**config.mk**
```make
export PLATFORM = sky130hd
export DESIGN_NAME = evq_timer
export DESIGN_NICKNAME = d
export VERILOG_FILES = /design/src/rtl/evq_pkg.sv /design/src/rtl/evq_sync.sv /design/src/rtl/evq_edge_decode.sv /design/src/rtl/evq_mask_hit.sv /design/src/rtl/evq_count_core.sv /design/src/rtl/evq_timer.sv
export SDC_FILE = /design/constraint.sdc
export NUM_CORES = 1
export LEC_CHECK = 0
export ABC_CLOCK_PERIOD_IN_PS = 6000
export BUFFER_PORTS_ARGS = -buffer_cell sky130_fd_sc_hd__buf_2
export CORE_UTILIZATION = 40
export CTS_BUF_LIST = sky130_fd_sc_hd__clkbuf_4
export CTS_CLUSTER_SIZE = 24
export DETAILED_ROUTE_END_ITERATION = 16
export PLACE_DENSITY = 0.62
export SLEW_MARGIN = 20
export SYNTH_ARGS = -nofsm -noshare
export SYNTH_HDL_FRONTEND = slang
export SYNTH_SLANG_ARGS = --single-unit
```
**constraint.sdc**
```tcl
create_clock -name clk_i -period 6 [get_ports clk_i]
set_input_delay 0.3 -clock clk_i [delete_from_list [all_inputs] [get_ports clk_i]]
set_output_delay 0.3 -clock clk_i [all_outputs]
set_load 0.03 [all_outputs]
```
**src/rtl/evq_pkg.sv**
```systemverilog
package evq_pkg;
  // decoded action strobes for one cycle
  typedef struct packed {
    logic start;
    logic stop;
    logic clear;
    logic cap_a;
    logic cap_b;
    logic up;
    logic down;
  } evq_act_t;

  localparam int unsigned NUM_ACT = 7;
  localparam int unsigned PIN_EV_W = 8;  // 4 qualified events per pin

  function automatic int unsigned mask_width(int unsigned n_trig);
    return 2 * n_trig + PIN_EV_W;
  endfunction
endpackage

```
**src/rtl/evq_sync.sv**
```systemverilog
module evq_sync #(
  parameter int unsigned W      = 6,
  parameter int unsigned STAGES = 2
) (
  input  logic         clk_i,
  input  logic         rst_ni,
  input  logic [W-1:0] d_i,
  output logic [W-1:0] q_o
);
  logic [W-1:0] stg_q [STAGES];

  for (genvar s = 0; s < STAGES; s++) begin : g_stg
    always_ff @(posedge clk_i or negedge rst_ni) begin
      if (!rst_ni) stg_q[s] <= '0;
      else if (s == 0) stg_q[s] <= d_i;
      else stg_q[s] <= stg_q[(s == 0) ? 0 : s-1];
    end
  end

  assign q_o = stg_q[STAGES-1];
endmodule

```
**src/rtl/evq_edge_decode.sv**
```systemverilog
module evq_edge_decode #(
  parameter int unsigned N_TRIG = 4,
  localparam int unsigned MASK_W = evq_pkg::mask_width(N_TRIG)
) (
  input  logic              clk_i,
  input  logic              rst_ni,
  input  logic [N_TRIG-1:0] trig_i,
  input  logic              pin_a_i,
  input  logic              pin_b_i,
  output logic [MASK_W-1:0] ev_o
);
  localparam int unsigned PA = 2 * N_TRIG;  // first A-pin event
  localparam int unsigned PB = PA + 4;      // first B-pin event

  logic [N_TRIG-1:0] trig_q;
  logic              pa_q, pb_q;

  always_ff @(posedge clk_i or negedge rst_ni) begin
    if (!rst_ni) begin
      trig_q <= '0;
      pa_q   <= 1'b0;
      pb_q   <= 1'b0;
    end else begin
      trig_q <= trig_i;
      pa_q   <= pin_a_i;
      pb_q   <= pin_b_i;
    end
  end

  for (genvar i = 0; i < N_TRIG; i++) begin : g_trig
    assign ev_o[2*i]   =  trig_i[i] & ~trig_q[i];
    assign ev_o[2*i+1] = ~trig_i[i] &  trig_q[i];
  end

  logic a_rise, a_fall, b_rise, b_fall;
  assign a_rise =  pin_a_i & ~pa_q;
  assign a_fall = ~pin_a_i &  pa_q;
  assign b_rise =  pin_b_i & ~pb_q;
  assign b_fall = ~pin_b_i &  pb_q;

  // order per pin: rise/other-low, rise/other-high, fall/other-low, fall/other-high
  assign ev_o[PA+0] = a_rise & ~pin_b_i;
  assign ev_o[PA+1] = a_rise &  pin_b_i;
  assign ev_o[PA+2] = a_fall & ~pin_b_i;
  assign ev_o[PA+3] = a_fall &  pin_b_i;
  assign ev_o[PB+0] = b_rise & ~pin_a_i;
  assign ev_o[PB+1] = b_rise &  pin_a_i;
  assign ev_o[PB+2] = b_fall & ~pin_a_i;
  assign ev_o[PB+3] = b_fall &  pin_a_i;
endmodule

```
**src/rtl/evq_mask_hit.sv**
```systemverilog
module evq_mask_hit #(
  parameter int unsigned W = 16
) (
  input  logic [W-1:0] mask_i,
  input  logic [W-1:0] ev_i,
  output logic         hit_o
);
  assign hit_o = |(mask_i & ev_i);
endmodule

```
**src/rtl/evq_count_core.sv**
```systemverilog
module evq_count_core #(
  parameter int unsigned CNT_W = 32
) (
  input  logic             clk_i,
  input  logic             rst_ni,
  input  evq_pkg::evq_act_t act_i,
  input  logic             clk_mode_i,
  output logic [CNT_W-1:0] count_o,
  output logic             running_o,
  output logic [CNT_W-1:0] cap_o  [2],
  output logic [1:0]       cap_flag_o
);
  localparam logic [CNT_W-1:0] ONE = {{(CNT_W-1){1'b0}}, 1'b1};

  logic [CNT_W-1:0] cnt_q;
  logic             run_q;
  logic             step_up, step_dn;

  assign step_up = clk_mode_i | (act_i.up & ~act_i.down);
  assign step_dn = ~clk_mode_i & act_i.down & ~act_i.up;

  always_ff @(posedge clk_i or negedge rst_ni) begin
    if (!rst_ni) begin
      run_q <= 1'b0;
      cnt_q <= '0;
    end else begin
      if (act_i.stop)       run_q <= 1'b0;
      else if (act_i.start) run_q <= 1'b1;

      if (act_i.clear)            cnt_q <= '0;
      else if (run_q && step_up)  cnt_q <= cnt_q + ONE;
      else if (run_q && step_dn)  cnt_q <= cnt_q - ONE;
    end
  end

  logic [1:0] cap_hit;
  assign cap_hit = {act_i.cap_b, act_i.cap_a};

  for (genvar c = 0; c < 2; c++) begin : g_cap
    logic [CNT_W-1:0] cap_q;
    logic             flag_q;
    always_ff @(posedge clk_i or negedge rst_ni) begin
      if (!rst_ni) begin
        cap_q  <= '0;
        flag_q <= 1'b0;
      end else begin
        flag_q <= cap_hit[c];
        if (cap_hit[c]) cap_q <= cnt_q;
      end
    end
    assign cap_o[c]      = cap_q;
    assign cap_flag_o[c] = flag_q;
  end

  assign count_o   = cnt_q;
  assign running_o = run_q;
endmodule

```
**src/rtl/evq_timer.sv**
```systemverilog
module evq_timer #(
  parameter int unsigned CNT_W       = 32,
  parameter int unsigned N_TRIG      = 4,
  parameter int unsigned SYNC_STAGES = 2
) (
  input  logic                  clk_i,
  input  logic                  rst_ni,
  input  logic [N_TRIG-1:0]     trig_i,
  input  logic                  pin_a_i,
  input  logic                  pin_b_i,
  input  logic [2*N_TRIG+7:0]   start_mask_i,
  input  logic [2*N_TRIG+7:0]   stop_mask_i,
  input  logic [2*N_TRIG+7:0]   clear_mask_i,
  input  logic [2*N_TRIG+7:0]   cap_a_mask_i,
  input  logic [2*N_TRIG+7:0]   cap_b_mask_i,
  input  logic [2*N_TRIG+7:0]   up_mask_i,
  input  logic [2*N_TRIG+7:0]   down_mask_i,
  output logic [CNT_W-1:0]      count_o,
  output logic                  running_o,
  output logic [CNT_W-1:0]      cap_a_o,
  output logic [CNT_W-1:0]      cap_b_o,
  output logic                  cap_a_flag_o,
  output logic                  cap_b_flag_o
);
  import evq_pkg::*;

  localparam int unsigned MASK_W = mask_width(N_TRIG);
  localparam int unsigned IN_W   = N_TRIG + 2;

  logic [IN_W-1:0]   in_s;
  logic [MASK_W-1:0] ev;

  evq_sync #(.W(IN_W), .STAGES(SYNC_STAGES)) u_sync (
    .clk_i (clk_i),
    .rst_ni(rst_ni),
    .d_i   ({pin_b_i, pin_a_i, trig_i}),
    .q_o   (in_s)
  );

  evq_edge_decode #(.N_TRIG(N_TRIG)) u_edge (
    .clk_i  (clk_i),
    .rst_ni (rst_ni),
    .trig_i (in_s[N_TRIG-1:0]),
    .pin_a_i(in_s[N_TRIG]),
    .pin_b_i(in_s[N_TRIG+1]),
    .ev_o   (ev)
  );

  // mask slot order follows evq_act_t packing, msb first
  logic [MASK_W-1:0] masks [NUM_ACT];
  logic [NUM_ACT-1:0] hit;
  assign masks[6] = start_mask_i;
  assign masks[5] = stop_mask_i;
  assign masks[4] = clear_mask_i;
  assign masks[3] = cap_a_mask_i;
  assign masks[2] = cap_b_mask_i;
  assign masks[1] = up_mask_i;
  assign masks[0] = down_mask_i;

  for (genvar k = 0; k < NUM_ACT; k++) begin : g_hit
    evq_mask_hit #(.W(MASK_W)) u_hit (
      .mask_i(masks[k]),
      .ev_i  (ev),
      .hit_o (hit[k])
    );
  end

  evq_act_t act;
  assign act = evq_act_t'(hit);

  logic [CNT_W-1:0] cap [2];
  logic [1:0]       cap_flag;

  evq_count_core #(.CNT_W(CNT_W)) u_core (
    .clk_i     (clk_i),
    .rst_ni    (rst_ni),
    .act_i     (act),
    .clk_mode_i(~|{up_mask_i, down_mask_i}),
    .count_o   (count_o),
    .running_o (running_o),
    .cap_o     (cap),
    .cap_flag_o(cap_flag)
  );

  assign cap_a_o      = cap[0];
  assign cap_b_o      = cap[1];
  assign cap_a_flag_o = cap_flag[0];
  assign cap_b_flag_o = cap_flag[1];
endmodule

```
==> impl_summary.md <==
Outcome
The run finished with clean final reports.

Final layout
The proportion of layout cells with a drive suffix above 1 is 38.03%. After filler insertion, the fill cell instance count of the layout stands at 1530. The net count of the finished layout is 1039. The final cell count without fillers is 1115. Relative to the synthesized area, the layout overhead comes to 25.01%.

Synth
In this run the mean area of a mapped cell was 10.40 um2. The cell area that synthesis handed to floorplanning was 6853 um2. Synthesis instantiated 66 different standard cells from the library. During synthesis, Yosys emitted a total of 0 warnings.

For this run, the register share of the synthesized area comes to 42.72%. In the synthesized netlist the dominant register cell turns out to be sky130_fd_sc_hd__dfrtp_1. In the synthesized netlist the async set-or-reset flop fraction comes to 100.0%. The synthesized design contains 0 enable-type register cells. Counting flops and latches in the post-synthesis netlist gives 117. When the netlist entered floorplanning its net count stood at 817. Synthesis handed over a netlist of 659 instances.

Floorplanning
In this run the horizontal extent of the chip is 132.9 um. The count of standard-cell rows is 47. During I/O placement, the number of pins put on the boundary was 219. The placeable core region is about 17000 um2.

The die covers 17660 um2. The die span in y is 132.9 um. Once the floorplan was initialized, standard cells occupied 41.18% of the core.

Worst setup path
For the worst setup path, the data required time is 6440 ps. The critical path in this run is classified as register to register. In this design, the stage delay of the slowest critical-path cell is 720 ps.

The endpoint identified for the worst register-to-register timing path is u_core.count_o[31]. The number of buffers and inverters on the critical path is 1. The most numerous cell type found on the critical path is sky130_fd_sc_hd__a21oi_1.

The number of cells on the worst reg-to-reg path is 15. The worst flop-to-flop path startpoint is u_sync.q_o[5]. For flop-to-flop paths, the worst setup slack is 810 ps. Data on the critical path arrives at its endpoint at 5620 ps. The critical path launch point type is a register. STA classifies the critical path endpoint as a register. Broken down by cell family, the worst path's largest delay share belongs to simple AND/OR/NAND/NOR gates.

Walking the worst path, the cells encountered are nor2b_1 -> a221oi_2 -> o22ai_1 -> a2111oi_4 -> or3_1 -> buf_4 -> ha_1 -> nand3_1 -> nor3_1 -> o32ai_1 -> a21oi_1 -> a21oi_1 -> o21ai_1 -> mux2i_1 -> mux2_2. Of all nets on the critical path, the largest fanout is 15. Among all stages on the critical path, the largest delay is contributed by sky130_fd_sc_hd__nor2b_1.

Timing
Static timing analysis puts the maximum clock frequency at 192.8 MHz. The number of setup violations in the final report is 0. The minimum period implied by the final worst setup slack is 5188 ps. The setup TNS after final layout is 0 ps. The share of the clock period used by the worst path is 86.46%. The relative slew slack is 32.93%. The final count of hold timing violations is 0. The final number of max-transition violations is 0. Across all setup checks in the final design, the least slack found is approximately 800 ps.

Setup repair after global routing left no endpoint under its margin. Between clock sinks in the finished design, the worst skew comes to 16.66 ps. The worst-margin pin slew is 1006 ps.

Placed design
Timing analysis after detailed placement gives a worst setup slack of between 800 and 900 ps. In this run, placement finished with an instance count of 1075. The number of buffer cells added on primary ports is 218.

The global placement routability congestion is 0.9446. Detailed placement ended at an HPWL of 15.02 mm.

Pwr
The fraction of power consumed by the clock network is 35.7%. The analysis attributes to cell leakage a power of 4.473 nW. Net switching is 30.46% of the power. Combinational cells account for 22.2% of the total power. Internal power comes to 1.364 mW. The switching power summed over all nets is 0.5974 mW. VDD sags by at most approximately 0.13 mV.

The power per standard cell area is 228.9 nW/um2. The register share of total power is 42.1%.

Clock tree
The worst-case clock buffer depth is 2. The root buffer cell chosen for the clock tree is sky130_fd_sc_hd__clkbuf_4. Clock tree synthesis found a total of 117 sinks. The clock-pin transition on the worst setup and hold timing paths is approximately 110 ps.

For the worst-skew pair, the clock arrives at the later sink with an insertion delay of 550 ps. The number of setup buffers added after CTS is 0. The CTS buffer count is 17. TritonCTS built the clock tree. The number of H-tree levels is 4.

Routing
In the routed design, unresolved DRC markers number 0. The number of DRC markers in iteration 0 is 294. The number of vias in the routed layout is 6181. Using the TritonRoute via totals, the vias-per-cell ratio works out to 5.543. Once detail routing completed, the nets flagged for antenna violations numbered 0. The routed wirelength normalized by instance count is ~18 um.

Before antenna repair, the detailed router went through 5 iterations. The wire length reported by the detailed router is 20.13 mm.

Global routing
The initial antenna violation count came to 1. Global routing consumed, over all layers together, 23.42% of the routing resources. The pin count of the biggest net entering global routing is 64. The overflow left after global routing is 0. The number of global-route vias before repair came to 6254. The global-route wire length before repair is 32.24 mm.

Hold path
The worst hold path class is input pin to register. Counting instances, the worst hold path has a depth of 4. The startpoint identified for the worst hold timing path is stop_mask_i[5]. The endpoint with the worst hold slack is u_core.running_o.

Run
The number of maximum-capacitance violations is 0.
-- power by group through the flow --
stage          Clock (mW)  Combinational, mW  Sequential [mW]
6_report            0.700              0.436            0.825
5_1_grt             0.757              0.477            0.829
4_1_cts             0.728              0.438            0.825
3_5_place_dp            0              0.431            0.841
3_3_place_gp            0              0.434            0.840
2_1_floorplan           0              0.266            0.863
-- layout make-up --
| type | count | area, um2 | area share, % |
|---|---|---|---|
| clock buffers | 17 | 127.6 | 1.490 |
| diodes | 1 | 2.502 | 0.02921 |
| flip-flops and latches | 117 | 2928 | 34.18 |
| multi-input cells | 499 | 3727 | 43.51 |
| inverters | 12 | 45.04 | 0.5258 |
| well taps | 220 | 275.3 | 3.213 |
| clock inverters | 15 | 230.2 | 2.687 |
| repair buffers | 234 | 1231 | 14.37 |
-- layout by cell type (no fill, tap or decap), drive strengths merged, types with 6 or more instances in the layout --
cell         synthesis  routed
nand2               57      57
nor4                 9       9
nor2                31      31
a21o                14      14
o21ai               20      20
xnor2               15      15
xor2                 8       8
a22oi               21      21
a21oi               55      55
and3                 6       6
o211ai              10      10
nor2b               13      13
nand3               12      12
mux2                69      69
dlygate4sd3          0       7
clkinv               0       9
nand4                7       7
nor3                14      14
clkbuf              22      17
a211oi               9       9
inv                 12      13
dfrtp              117     117
o21a                 7       7
a221oi              11      11
buf                  9     227
ha                  37      37
or3                  7       7
mux2i               10      10
-- routing by layer --
metal | vias up | routed length (um) | GRT usage, %
met4 | 0 | 554 | 10.22
met5 | - | 0 | 0
met2 | 233 | 9828 | 39.85
met3 | 40 | 1254 | 6.015
met1 | 2970 | 8491 | 27.85
li1 | 2938 | - | -
-- worst max-delay path by stage --
stage                     slack [ps]  cells after the start                  to           from
after detailed placement         880                     15  u_core.count_o[31]  u_sync.q_o[5]
after global routing             460                     15  u_core.count_o[30]  u_sync.q_o[5]
after CTS                        870                     15  u_core.count_o[31]  u_sync.q_o[5]
after floorplan                 1430                     16  u_core.count_o[31]  u_sync.q_o[0]
final                            810                     15  u_core.count_o[31]  u_sync.q_o[5]
after global placement          1000                     15  u_core.count_o[31]  u_sync.q_o[5]
-- registers in the layout, indices dropped and copies added, names as in the netlist --
signal	cells
u_sync.q_o	6
u_core.g_cap.cap_q	64
u_core.count_o	32
u_edge.trig_q	4
u_core.running_o	1
u_core.g_cap.flag_q	2
u_edge.pa_q	1
u_edge.pb_q	1
u_sync.stg_q	6
-- metrics by stage --
stage	power (mW)	util (%)	area, um2	hold slack (ps)
after floorplan	1.128	-	6853	4.409
after global placement	1.274	48.89	8137	333.8
after detailed placement	1.272	48.89	8137	336.3
after CTS	1.991	51.46	8564	59.41
after global routing	2.063	51.48	8567	75.09
final	1.961	51.48	8567	119.1
-- cell usage after synthesis, types with 4 or more instances --
| library cell | n | area, um2 |
|---|---|---|
| sky130_fd_sc_hd__nor4_1 | 9 | 56.30 |
| sky130_fd_sc_hd__or3b_1 | 5 | 43.79 |
| sky130_fd_sc_hd__a211oi_1 | 6 | 45.04 |
| sky130_fd_sc_hd__o21ai_0 | 17 | 85.08 |
| sky130_fd_sc_hd__a22oi_1 | 21 | 157.7 |
| sky130_fd_sc_hd__a31oi_1 | 5 | 31.28 |
| sky130_fd_sc_hd__a221oi_1 | 9 | 78.83 |
| sky130_fd_sc_hd__mux2_2 | 68 | 765.7 |
| sky130_fd_sc_hd__ha_1 | 37 | 462.9 |
| sky130_fd_sc_hd__clkbuf_1 | 22 | 82.58 |
| sky130_fd_sc_hd__o211ai_1 | 10 | 75.07 |
| sky130_fd_sc_hd__inv_1 | 12 | 45.04 |
| sky130_fd_sc_hd__mux2i_1 | 10 | 100.1 |
| sky130_fd_sc_hd__nand4_1 | 7 | 43.79 |
| sky130_fd_sc_hd__nor3_1 | 14 | 70.07 |
| sky130_fd_sc_hd__nand2_1 | 57 | 214.0 |
| sky130_fd_sc_hd__a21oi_1 | 55 | 275.3 |
| sky130_fd_sc_hd__buf_6 | 4 | 45.04 |
| sky130_fd_sc_hd__a21o_1 | 14 | 105.1 |
| sky130_fd_sc_hd__or3_1 | 7 | 43.79 |
| sky130_fd_sc_hd__o21a_1 | 7 | 52.55 |
| sky130_fd_sc_hd__nand3_1 | 12 | 60.06 |
| sky130_fd_sc_hd__nor2b_1 | 13 | 81.33 |
| sky130_fd_sc_hd__xor2_1 | 7 | 61.31 |
| sky130_fd_sc_hd__nor2_1 | 30 | 112.6 |
| sky130_fd_sc_hd__and3_1 | 6 | 37.54 |
| sky130_fd_sc_hd__dfrtp_1 | 117 | 2928 |
| sky130_fd_sc_hd__xnor2_1 | 15 | 131.4 |
-- kinds of logic (layout without fill, tap and decap cells) --
group	count (synthesis)	in the layout	synth area share, %
other	0	1	0
AOI/OAI and AO/OA	184	184	18.73
and+or+nand+nor	175	175	12.74
DFF	117	117	42.72
buffers and inverters	43	278	2.903
adders and majority gates	38	38	7.048
muxes	79	79	12.80
xor gates and xnor gates	23	23	3.049
-- worst reg2reg max path, cell delays in order (launching register included) --
cell,delay (ps)
sky130_fd_sc_hd__dfrtp_1,570
sky130_fd_sc_hd__nor2b_1,720
sky130_fd_sc_hd__a221oi_2,100
sky130_fd_sc_hd__o22ai_1,290
sky130_fd_sc_hd__a2111oi_4,100
sky130_fd_sc_hd__or3_1,640
sky130_fd_sc_hd__buf_4,320
sky130_fd_sc_hd__ha_1,420
sky130_fd_sc_hd__nand3_1,130
sky130_fd_sc_hd__nor3_1,350
sky130_fd_sc_hd__o32ai_1,140
sky130_fd_sc_hd__a21oi_1,350
sky130_fd_sc_hd__a21oi_1,180
sky130_fd_sc_hd__o21ai_1,210
sky130_fd_sc_hd__mux2i_1,210
sky130_fd_sc_hd__mux2_2,340
-- repair_timing --
item	4_1_cts	5_1_grt
endpoints found under the hold margin	60	0
setup endpoints to repair	0	0
resized for setup	0	0
hold buffers	7	0
(Power assumes the default switching activity.)
